### src/rtl/stat_bank_pkg.sv
package stat_bank_pkg;
  // Saturating add: returns min(v + inc, maxv).
  function automatic int unsigned sat_sum(int unsigned v, int unsigned inc,
                                          int unsigned maxv);
    int unsigned s;
    s = v + inc;
    return (s > maxv) ? maxv : s;
  endfunction
endpackage

### src/rtl/stat_evt_fifo.sv
module stat_evt_fifo #(
  parameter int W     = 8,
  parameter int DEPTH = 8,
  localparam int AW   = (DEPTH > 1) ? $clog2(DEPTH) : 1,
  localparam int CNTW = $clog2(DEPTH + 1)
) (
  input  logic            clk,
  input  logic            rst_n,
  input  logic            push,
  input  logic [W-1:0]    push_data,
  input  logic            pop,
  input  logic [W-1:0]    clr_mask,
  output logic [W-1:0]    rd_data,
  output logic [CNTW-1:0] count,
  output logic            full_next
);
  logic [W-1:0]    mem [DEPTH];
  logic [AW-1:0]   wptr, rptr;
  logic [CNTW-1:0] count_next;

  function automatic logic [AW-1:0] wrap_inc(logic [AW-1:0] p);
    return (p == AW'(DEPTH - 1)) ? '0 : p + 1'b1;
  endfunction

  always_comb begin
    count_next = count;
    if (push) count_next = count_next + 1'b1;
    if (pop)  count_next = count_next - 1'b1;
  end

  assign full_next = (count_next == CNTW'(DEPTH));
  assign rd_data   = mem[rptr] & ~clr_mask;

  always_ff @(posedge clk or negedge rst_n) begin
    if (!rst_n) begin
      wptr  <= '0;
      rptr  <= '0;
      count <= '0;
      for (int i = 0; i < DEPTH; i++) mem[i] <= '0;
    end else begin
      for (int i = 0; i < DEPTH; i++) begin
        if (push && wptr == AW'(i)) mem[i] <= push_data & ~clr_mask;
        else                        mem[i] <= mem[i] & ~clr_mask;
      end
      if (push) wptr <= wrap_inc(wptr);
      if (pop)  rptr <= wrap_inc(rptr);
      count <= count_next;
    end
  end
endmodule

### src/rtl/stat_counter.sv
module stat_counter #(
  parameter int CW = 16
) (
  input  logic          clk,
  input  logic          rst_n,
  input  logic          clr,
  input  logic [1:0]    inc,
  output logic [CW-1:0] value
);
  import stat_bank_pkg::*;
  localparam int unsigned MAXV = (1 << CW) - 1;

  always_ff @(posedge clk or negedge rst_n) begin
    if (!rst_n)        value <= '0;
    else if (clr)      value <= '0;
    else if (inc != 0) value <= CW'(sat_sum(int'(value), int'(inc), MAXV));
  end
endmodule

### src/rtl/stat_freeze_ctrl.sv
module stat_freeze_ctrl (
  input  logic clk,
  input  logic rst_n,
  input  logic freeze_wr,
  input  logic freeze_wdata,
  input  logic queue_fills,
  output logic freeze_q
);
  always_ff @(posedge clk or negedge rst_n) begin
    if (!rst_n)          freeze_q <= 1'b0;
    else if (queue_fills) freeze_q <= 1'b0;
    else if (freeze_wr)   freeze_q <= freeze_wdata;
  end
endmodule

### src/rtl/stat_counter_bank.sv
module stat_counter_bank #(
  parameter int N_RX  = 4,
  parameter int N_TX  = 4,
  parameter int CW    = 16,
  parameter int DEPTH = 8,
  localparam int NC   = N_RX + N_TX,
  localparam int CNTW = $clog2(DEPTH + 1)
) (
  input  logic             clk,
  input  logic             rst_n,
  input  logic [N_RX-1:0]  rx_evt,
  input  logic [N_TX-1:0]  tx_evt,
  input  logic             freeze_wr,
  input  logic             freeze_wdata,
  input  logic             clr_rx,
  input  logic             clr_tx,
  output logic             freeze,
  output logic [NC*CW-1:0] cnt_flat
);
  // Named internal events, also observed by the checker.
  logic [NC-1:0]   ev_vec, clr_mask, ev_kept, drain_bits, fifo_rd;
  logic            push, pop, queue_fills;
  logic [CNTW-1:0] fifo_count;

  assign ev_vec   = {tx_evt, rx_evt};
  assign clr_mask = {{N_TX{clr_tx}}, {N_RX{clr_rx}}};
  assign ev_kept  = ev_vec & ~clr_mask;
  assign push     = freeze && (ev_kept != '0);
  assign pop      = !freeze && (fifo_count != '0);
  assign drain_bits = pop ? fifo_rd : '0;

  stat_evt_fifo #(.W(NC), .DEPTH(DEPTH)) fifo_i (
    .clk(clk), .rst_n(rst_n), .push(push), .push_data(ev_kept), .pop(pop),
    .clr_mask(clr_mask), .rd_data(fifo_rd), .count(fifo_count),
    .full_next(queue_fills)
  );

  stat_freeze_ctrl ctrl_i (
    .clk(clk), .rst_n(rst_n), .freeze_wr(freeze_wr),
    .freeze_wdata(freeze_wdata), .queue_fills(queue_fills), .freeze_q(freeze)
  );

  for (genvar i = 0; i < NC; i++) begin : g_cnt
    logic [1:0] inc;
    assign inc = {1'b0, drain_bits[i]} + {1'b0, ev_vec[i] & !freeze};
    stat_counter #(.CW(CW)) cnt_i (
      .clk(clk), .rst_n(rst_n), .clr(clr_mask[i]), .inc(inc),
      .value(cnt_flat[i*CW +: CW])
    );
  end
endmodule

### config.mk
export PLATFORM = sky130hd
export DESIGN_NAME = stat_counter_bank
export DESIGN_NICKNAME = d
export VERILOG_FILES = /design/src/rtl/stat_bank_pkg.sv /design/src/rtl/stat_evt_fifo.sv /design/src/rtl/stat_counter.sv /design/src/rtl/stat_freeze_ctrl.sv /design/src/rtl/stat_counter_bank.sv
export SDC_FILE = /design/constraint.sdc
export NUM_CORES = 1
export LEC_CHECK = 0
export CORE_MARGIN = 2
export CORE_UTILIZATION = 45
export CTS_CLUSTER_SIZE = 40
export DETAILED_ROUTE_END_ITERATION = 8
export DONT_BUFFER_PORTS = 1
export SETUP_SLACK_MARGIN = 0.5
export SLEW_MARGIN = 40
export SYNTH_ARGS = -nofsm -noshare
export SYNTH_HDL_FRONTEND = slang
export SYNTH_SLANG_ARGS = --single-unit
### constraint.sdc
create_clock -name clk -period 10.29 [get_ports clk]
set_clock_uncertainty 0.15 [all_clocks]
set_input_delay 0 -clock clk [delete_from_list [all_inputs] [get_ports clk]]
set_output_delay 0 -clock clk [all_outputs]
set_load 0.03 [all_outputs]
# Word level (Yosys, flattened, before mapping)
# Cells that the tools add are included.
# totals
output_inout_bits	129
wordCells	152
register_bits	203
# op_classes
n_mux	42
n_lt_le_gt_ge	9
n_reduce_logical	31
eq_ne	9
add_sub_neg	20
bitwise	21
# op_table
op	n
16-bit 2-to-1 mux	24
16-bit by 2-bit adder with 17-bit output	8
17-bit by 16-bit > comparator with 1-bit output (second input constant)	8
8-bit AND	11
8-bit 2-to-1 mux	11
2-bit nonzero test	17
8-bit binary-select mux with 3-bit select	1
1-bit by 1-bit adder with 2-bit output	8
3-bit == test (second input constant)	5
1-bit logical AND	10
1-bit AND	8
4-bit 2-to-1 mux	2
8-bit NOT	1
8-bit nonzero test	1
3-bit by 1-bit adder with 3-bit output (second input constant)	2
3-bit by 2-bit == test with 1-bit output (second input constant)	2
3-bit 2-to-1 mux	2
4-bit by 1-bit adder with 4-bit output (second input constant)	1
4-bit == test (second input constant)	1
4-bit >= comparator (second input constant)	1
3-bit NOT with 4-bit output	1
4-bit nonzero test	1
4-bit by 1-bit subtractor with 4-bit output (second input constant)	1
3-bit by 1-bit == test with 1-bit output (second input constant)	1
3 further kinds	4

# Logic depth before layout (Yosys ltp)
# Gate-level depths: netlist of the first run.
# logic_depth
word_depth	12
depth_mapped	16
ltp_nobuf	15

# Cells and area by module
# A second synthesis of the first run with hierarchy kept.
# hier_totals
cells_unflattened	1162
area_unflattened_um2	12772.2
# modules_own_cells
mod	area_each_um2	cells_per_inst	instances
stat_counter	1066.0	95	8
stat_evt_fifo	3878.7	358	1
stat_counter_bank	326.6	41	1
stat_freeze_ctrl	38.8	3	1

# Worst setup path before layout of the first run
# OpenSTA, ideal clock, no wires.
# synth_timing
path_kind	register to register
startpoint	reg fifo_i.rptr[0]
endpoint	reg g_cnt[1].cnt_i.value[7]
arrival_ns	3.765
stages_incl_launch_ff	14
path_buffers	3
required_ns	10.062
slack_ns	6.297
cell_sequence	dfrtp_1 buf_2 buf_2 mux4_2 mux2_2 and2_1 ha_1 ha_1 fa_1 nand4_1 or4_1 clkbuf_1 a211o_1 a21oi_1
# synth_between
elab_chain_cells	12
# synth_rtl
item	line	rtl
start: declaration	stat_evt_fifo.sv:18	logic [AW-1:0] wptr, rptr;
start signal: assignment	stat_evt_fifo.sv:46	if (pop) rptr <= wrap_inc(rptr);
3-bit NOT with 4-bit output (implied by the code) *	stat_evt_fifo.sv:32	assign rd_data = mem[rptr] & ~clr_mask;
8-bit binary-select mux with 3-bit select *	stat_evt_fifo.sv:32	
8-bit 2-to-1 mux (implied by the code) * (2 in series)	stat_evt_fifo.sv:32	
8-bit AND *	stat_evt_fifo.sv:32	
8-bit 2-to-1 mux *	stat_counter_bank.sv:30	assign drain_bits = pop ? fifo_rd : '0;
1-bit by 1-bit adder with 2-bit output *	stat_counter_bank.sv:45	assign inc = {1'b0, drain_bits[i]} + {1'b0, ev_vec[i] & !freeze};
16-bit by 2-bit adder with 17-bit output	stat_bank_pkg.sv:6	s = v + inc;
17-bit by 16-bit > comparator with 1-bit output	stat_bank_pkg.sv:7	return (s > maxv) ? maxv : s;
16-bit 2-to-1 mux	stat_bank_pkg.sv:7	
16-bit 2-to-1 mux	stat_counter.sv:16	else if (inc != 0) value <= CW'(sat_sum(int'(value), int'(inc), MAXV));
16-bit 2-to-1 mux	stat_counter.sv:15	else if (clr) value <= '0;
end signal: assignment	stat_counter.sv:16	
end: declaration	stat_counter.sv:8	output logic [CW-1:0] value
# Every way passes the cells marked *; elsewhere a longest branch is shown, timed or not. The select of a mux whose other input is x is not followed.
# A chain may end at the register's enable or synchronous reset.

# Worst setup path in the final report of the first run
# layout_timing
startpoint	reg fifo_i.rptr[0]
endpoint	reg g_cnt[7].cnt_i.value[0]
# layout_between
elab_chain_cells	12
# layout_rtl
item	line
3-bit NOT with 4-bit output (implied by the code) *	stat_evt_fifo.sv:32
8-bit binary-select mux with 3-bit select *	stat_evt_fifo.sv:32
8-bit 2-to-1 mux (implied by the code) * (2 in series)	stat_evt_fifo.sv:32
8-bit AND *	stat_evt_fifo.sv:32
8-bit 2-to-1 mux *	stat_counter_bank.sv:30
1-bit by 1-bit adder with 2-bit output *	stat_counter_bank.sv:45
16-bit by 2-bit adder with 17-bit output	stat_bank_pkg.sv:6
17-bit by 16-bit > comparator with 1-bit output	stat_bank_pkg.sv:7
16-bit 2-to-1 mux	stat_bank_pkg.sv:7
16-bit 2-to-1 mux	stat_counter.sv:16
16-bit 2-to-1 mux	stat_counter.sv:15
end signal: assignment	stat_counter.sv:16
end: declaration	stat_counter.sv:8
# Marked as above.

==> impl_metrics.ini, run 1 <==
[final_layout]
drive_above_1_share_pct = 8.622
synthToLayoutAreaGrowth_pct = 11.50
multiInputGateArea_mm2 = 0.005777
stdcell_area_mm2 = 0.01267
mostFrequentLayoutCells = dfrtp_1, nor2_1, inv_1, a21oi_1, nand2_1
final_nets = 1232
instances_no_fill = 1514
seqCellArea_mm2 = 0.005084
layout_commonest_cell = dfrtp_1
fillerInstances = 2290

[pwr]
pwr-share-clk_pct = 35.1
power_mw = 2.317
p_per_area_mw_per_mm2 = 182.9
p_comb_share_pct = 21.4
p_switching_uw = 766.4
sequentialPowerShare_pct = 43.5
swShare_pct = 33.08
p_leak_nw = 5.629
ir_drop_mv = 0.1266
internal_power_mw = 1.550

[drt]
route.detailed.drc = 0
finalWirelength_um = 28070
wl_per_cell_um = 18.54
drtPass1Iterations = 5
vias_per_cell = 5.950
route.vias.total = 9008
ant_nets = 0
initialDrtViolationCount = 877

[global_route]
grt_pass1_vias = 8630
grt.overflow.total = 0
grt_pass1_wl_um = 46560
grt_max_degree = 204
antenna_found_initial = 2
grtUsageTotal_pct = 21.32

[die]
rows = 58
core_area_mm2 = 0.02496
io_pins = 143
die_x_um = 162.9
die_area_mm2 = 0.02653
initial_core_util_pct = 45.50
die_y_um = 162.9

[logic_synthesis]
yosys.area.top_type = dfrtp_1
synth-edff-count = 0
synth.cell_area_mm2 = 0.01136
yosysSeqAreaShare_pct = 44.72
yosys_register_bits = 203
ys_top_cells_by_area = dfrtp_1, mux2i_1, ha_1
async_flop_share_pct = 100.0
postSynthAreaPerCell_um2 = 9.693
syn_nets = 1237
synth_top_area_share_pct = 44.72
yosysWarnings = 0
ys.flop_type = dfrtp_1
ys_types = 67
synth_cells = 1172

[place]
dp.cells = 1446
dp_hpwl_um = 17630
placed_cell_area_mm2 = 0.01157
place.gp.congestion = 0.8080
io_buffers = 0

[critical_path]
cp_max_fo = 19
crit_required_ns = 10.59
cp.arrival_ns = 4.74
worstSetupPathType = flip-flop to flip-flop
start_kind = flip-flop
cp-end-kind = flip-flop

[clocking]
cts_made_buffers = 25
cts_max_level = 1
post_cts_resized = 0
cts_num_sinks = 203
clkTransAtPathRegs_ns = 0.06
cts_buffer_depth = 3
clockRootBuffer = clkbuf_16
cts_tree = yes
insertion_delay_ns = 0.52

[sta]
period_needed_ns = 4.439
setup_viol = 0
rsz0062_at_grt = false
relSlewSlack_pct = 49.85
worst_slew_pin_slew_ns = 0.7453
fin_hold_ws_ns = 0.05443
max_freq_mhz = 225.3
finalHoldViolCount = 0
finalCritPeriodShare_pct = 43.14
slew_viol_final = 0
tns_ns = 0

[min_path]
hp-class = primary input to flip-flop

[status]
status = finished clean

[flow_run]
drv_cap = 0
## power groups by stage
| stage | Sequential [mW] | Clock (mW) | Combinational, mW |
|---|---|---|---|
| CTS | 1.01 | 0.834 | 0.498 |
| global route | 1.02 | 0.868 | 0.559 |
| floorplan | 0.948 | 0 | 0.412 |
| finish | 1.01 | 0.813 | 0.496 |
| global placement | 1.02 | 0 | 0.440 |
| detailed placement | 1.02 | 0 | 0.449 |
## synthesized netlist by cell type, types with 6 or more instances
library cell	instances
a21o_1	9
or3_1	7
a211oi_1	14
nor4_1	14
nand2b_1	7
o21ai_0	33
and3_1	24
a21oi_1	66
a311oi_1	8
nand3_1	62
dfrtp_1	203
and2_1	13
inv_2	12
mux2i_1	57
nand4_1	19
clkbuf_1	48
o21a_1	6
nor2_1	120
and4_1	12
mux4_2	16
nand2_1	65
inv_1	66
o31ai_1	6
a31oi_1	34
o21ai_1	7
nor3_1	61
nor2b_1	11
mux2_2	9
buf_2	6
ha_1	43
fa_1	8
a221oi_1	35
## timing repair
item,CTS,global route
hold endpoints to repair,402,51
hold buffers,21,1
buffers inserted,0,0
## path summary, 6_finish.rpt
path | slack, ns | from | end | depth (start not counted)
hold / removal | 0.05 | tx_evt[1] | g_cnt[5].cnt_i.value[0] | 5
setup reg to reg | 5.85 | fifo_i.rptr[0] | g_cnt[7].cnt_i.value[0] | 12
max in group asynchronous | 8.55 | rst_n | g_cnt[4].cnt_i.value[7] | 5
min in group asynchronous | 0.39 | rst_n | g_cnt[2].cnt_i.value[15] | 3
hold reg to reg | 0.37 | fifo_i.mem[11] | fifo_i.mem[11] | 2
setup / recovery | 5.85 | fifo_i.rptr[0] | g_cnt[7].cnt_i.value[0] | 12
## layer usage
layer / vias up / wire [µm] / global-route usage, % / share of wire, %
li1: 4303 / - / - / -
met1: 4415 / 12520 / 29.49 / 45
met2: 253 / 12940 / 33.61 / 46
met3: 37 / 2166 / 5.908 / 7.7
met4: 0 / 449 / 4.505 / 1.6
met5: - / 0 / 0 / 0
## logic make-up after synthesis
logic type | after synthesis | synth area share, %
AO/OA/AOI/OAI | 247 | 14.84
XOR/XNOR | 3 | 0.2313
adder cells (fa/ha/maj) | 51 | 6.146
buffers and inverters | 136 | 4.626
flip-flops | 203 | 44.72
multiplexers | 84 | 9.285
AND/OR/NAND/NOR | 448 | 20.16
## registers in the layout (all words and copies together) (netlist names)
signal and flops:
ctrl_i.freeze_q 1, g_cnt.cnt_i.value 128, fifo_i.rptr 3, fifo_i.wptr 3, fifo_i.count 4, fifo_i.mem 64
## through the flow
step | setup WS (ns) | utilization (%)
after floorplan | 6.297 | -
after CTS | 5.805 | 50.41
final | 5.851 | 50.74
after detailed placement | 6.045 | 46.34
after global placement | 5.566 | 46.29
after global routing | 5.617 | 50.74
## critical path, stage by stage (launching register included)
cell,delay [ns]
dfrtp_2,0.77
mux4_2,0.58
mux2_2,0.27
and2_1,0.18
inv_2,0.05
ha_1,0.11
ha_1,0.17
fa_1,0.20
inv_1,0.06
or4b_1,0.55
or3_4,0.49
a221oi_2,0.22
dlygate4sd3_1,0.57
## final cells by class
type | instances | area share [%]
Antenna cell | 1 | 0.01976
Clock buffer | 36 | 5.660
Clock inverter | 7 | 0.2964
Inverter | 78 | 2.312
Multi-Input combinational cell | 833 | 45.61
Sequential cell | 203 | 40.14
Tap cell | 330 | 3.260
Timing Repair Buffer | 26 | 2.707
Power figures use the tool's default switching activity.
==> run 2: changes to the inputs <==
clock period = 4.3 ns   (was 10.29 ns; I/O delays follow)
==> run 2 against run 1 <==
Net effect: the run now ends with negative hold slack left; via count grew 1.7%; largest cell class unchanged; register-to-register slack worse by 5.3 ns; wire length up 3.3%; critical endpoint is now g_cnt[6].cnt_i.value[9]; cell count increased by 1.6%; die area unchanged; non-clock buffer count up 22; worst hold slack got worse by 1.0 ns; sequential cell count unchanged; combinational power rose to 2.8 times the previous value; worst setup slack lost 5.3 ns; total power grew to 2.5 times the previous value.
==> impl_metrics.ini, run 2 (synthesized netlist as in run 1, its figures left out) <==
[place]
dp_hpwl_um = 18000
place.gp.congestion = 0.8100
placed_cell_area_mm2 = 0.01165
io_buffers = 0

[pwr]
ir_drop_mv = 0.2827
p_per_area_mw_per_mm2 = 450.2
p_leak_nw = 5.793

[clocking]
cts_buffer_depth = 3
cts_num_sinks = 203
clkTransAtPathRegs_ns = 0.06
insertion_delay_ns = 0.52
cts_max_level = 1
cts_made_buffers = 25
cts_tree = yes
clockRootBuffer = clkbuf_16

[final_layout]
fillerInstances = 2260
synthToLayoutAreaGrowth_pct = 14.70
layout_commonest_cell = dfrtp_1
final_nets = 1256
mostFrequentLayoutCells = dfrtp_1, nor2_1, a21oi_1
largest_register_ffs = 128
drive_above_1_share_pct = 13.09
seqCellArea_mm2 = 0.005082
stdcell_area_mm2 = 0.01303
top_regs = g_cnt.cnt_i.value (128), fifo_i.mem (64), fifo_i.count (4)
post-route-util_pct = 52.20
multiInputGateArea_mm2 = 0.005926
largest-register = g_cnt.cnt_i.value

[die]
rows = 58
core_area_mm2 = 0.02496
die_y_um = 162.9
die_area_mm2 = 0.02653
initial_core_util_pct = 45.50
io_pins = 143
die_x_um = 162.9

[flow_run]
drv_cap = 0

[sta]
finalCritPeriodShare_pct = 86.71
finalHoldViolCount = 203
worst_slew_pin_slew_ns = 0.8019
fin_hold_ws_ns = -0.9693
slew_viol_final = 0
max_freq_mhz = 268.2
rsz0062_at_grt = true
period_needed_ns = 3.729
tns_ns = 0
setup_viol = 0
relSlewSlack_pct = 46.39

[critical_path]
cp.arrival_ns = 4.00
slowest_stage = or4_4
cp_max_fo = 6
path_common_cell = ha_1
worstPathCellList = buf_4, buf_12, mux4_2, mux2_2, and2_1, ha_1, ha_1, fa_1, nand4_1, or4_4, o21ai_0, a21oi_1, a311oi_1
reg2regPathDepth = 13
cp_slowest_stage_delay_ns = 0.61
cp-end-kind = flip-flop
worstSetupPathType = flip-flop to flip-flop
crit_required_ns = 4.57
start_kind = flip-flop

[drt]
wl_per_cell_um = 18.86
drtPass1Iterations = 6
vias_per_cell = 5.959
route.detailed.drc = 0
initialDrtViolationCount = 907
route.vias.total = 9165
ant_nets = 0
finalWirelength_um = 29000

[status]
violations = negative hold slack
status = complete, but fails checks

[global_route]
antenna_found_initial = 1
grt_pass1_vias = 8803
grt_max_degree = 204
grtUsageTotal_pct = 21.43
grt_pass1_wl_um = 46940
grt.overflow.total = 0

[min_path]
hp-class = primary input to asynchronous set/reset pin
[run 2: worst max-delay path: cells and delay by family (launching register included)]
kind	cells	cell delay [ns]
AOI/OAI and AO/OA	3	0.44
adders and majority gates	3	0.66
buffers and inverters	2	0.24
DFF	1	0.37
muxes	2	0.76
and+or+nand+nor	3	1.02
[run 2: cell type report]
type | instances | area share (%)
antenna | 1 | 0.01920
clock buffer | 33 | 5.416
clock inverter | 10 | 0.9891
inverter | 78 | 2.247
multi-input combinational | 835 | 45.48
sequential | 203 | 39.01
tap | 330 | 3.169
timing repair buffer | 48 | 3.678
[run 2: per-stage QoR]
step,power [mW],setup WS [ns],cells
floorplan,3.266,0.5206,1172
global placement,3.535,0.3103,1458
detailed placement,3.573,0.2301,1458
CTS,5.807,0.5091,1520
global route,6.171,0.4074,1537
finish,5.866,0.5713,1538
[run 2: path summary, 6_finish.rpt]
check / slack [ns] / startpoint / to
worst max-delay path: 0.57 / fifo_i.rptr[0] / g_cnt[6].cnt_i.value[9]
worst min-delay path: -0.97 / rst_n / g_cnt[2].cnt_i.value[5]
worst max register to register: 0.57 / fifo_i.rptr[0] / g_cnt[6].cnt_i.value[9]
worst min register to register: 0.37 / fifo_i.mem[9] / fifo_i.mem[9]
max in group asynchronous: 4.71 / rst_n / g_cnt[7].cnt_i.value[14]
min in group clk: 0.03 / tx_evt[1] / fifo_i.mem[5]
[run 2: where the power goes]
group | internal [mW] | switching, mW | leakage [nW]
logic | 0.618 | 0.769 | 2.58
clock network | 1.33 | 0.819 | 0.418
registers | 2.06 | 0.278 | 2.80
total | 4.00 | 1.87 | 5.79
[run 2: layer usage]
layer  part of all wire, %  global-route usage [%]  up-vias  wire [µm]
li1                      -                       -     4370          -
met5                 0.041                       0        -         12
met2                    46                   33.51      229      13420
met3                   6.3                   4.838       38       1816
met4                   1.7                   5.229        2        488
met1                    46                   30.33     4526      13270
[run 2: timing repair]
item / in CTS / in global routing
setup endpoints to repair: 65 / 65
gates resized for setup: 5 / 42
hold buffers: 16 / 1
pin swaps: 1 / 8
buffers inserted: 3 / 13
endpoints found under the hold margin: 403 / 205
gates cloned: 0 / 3
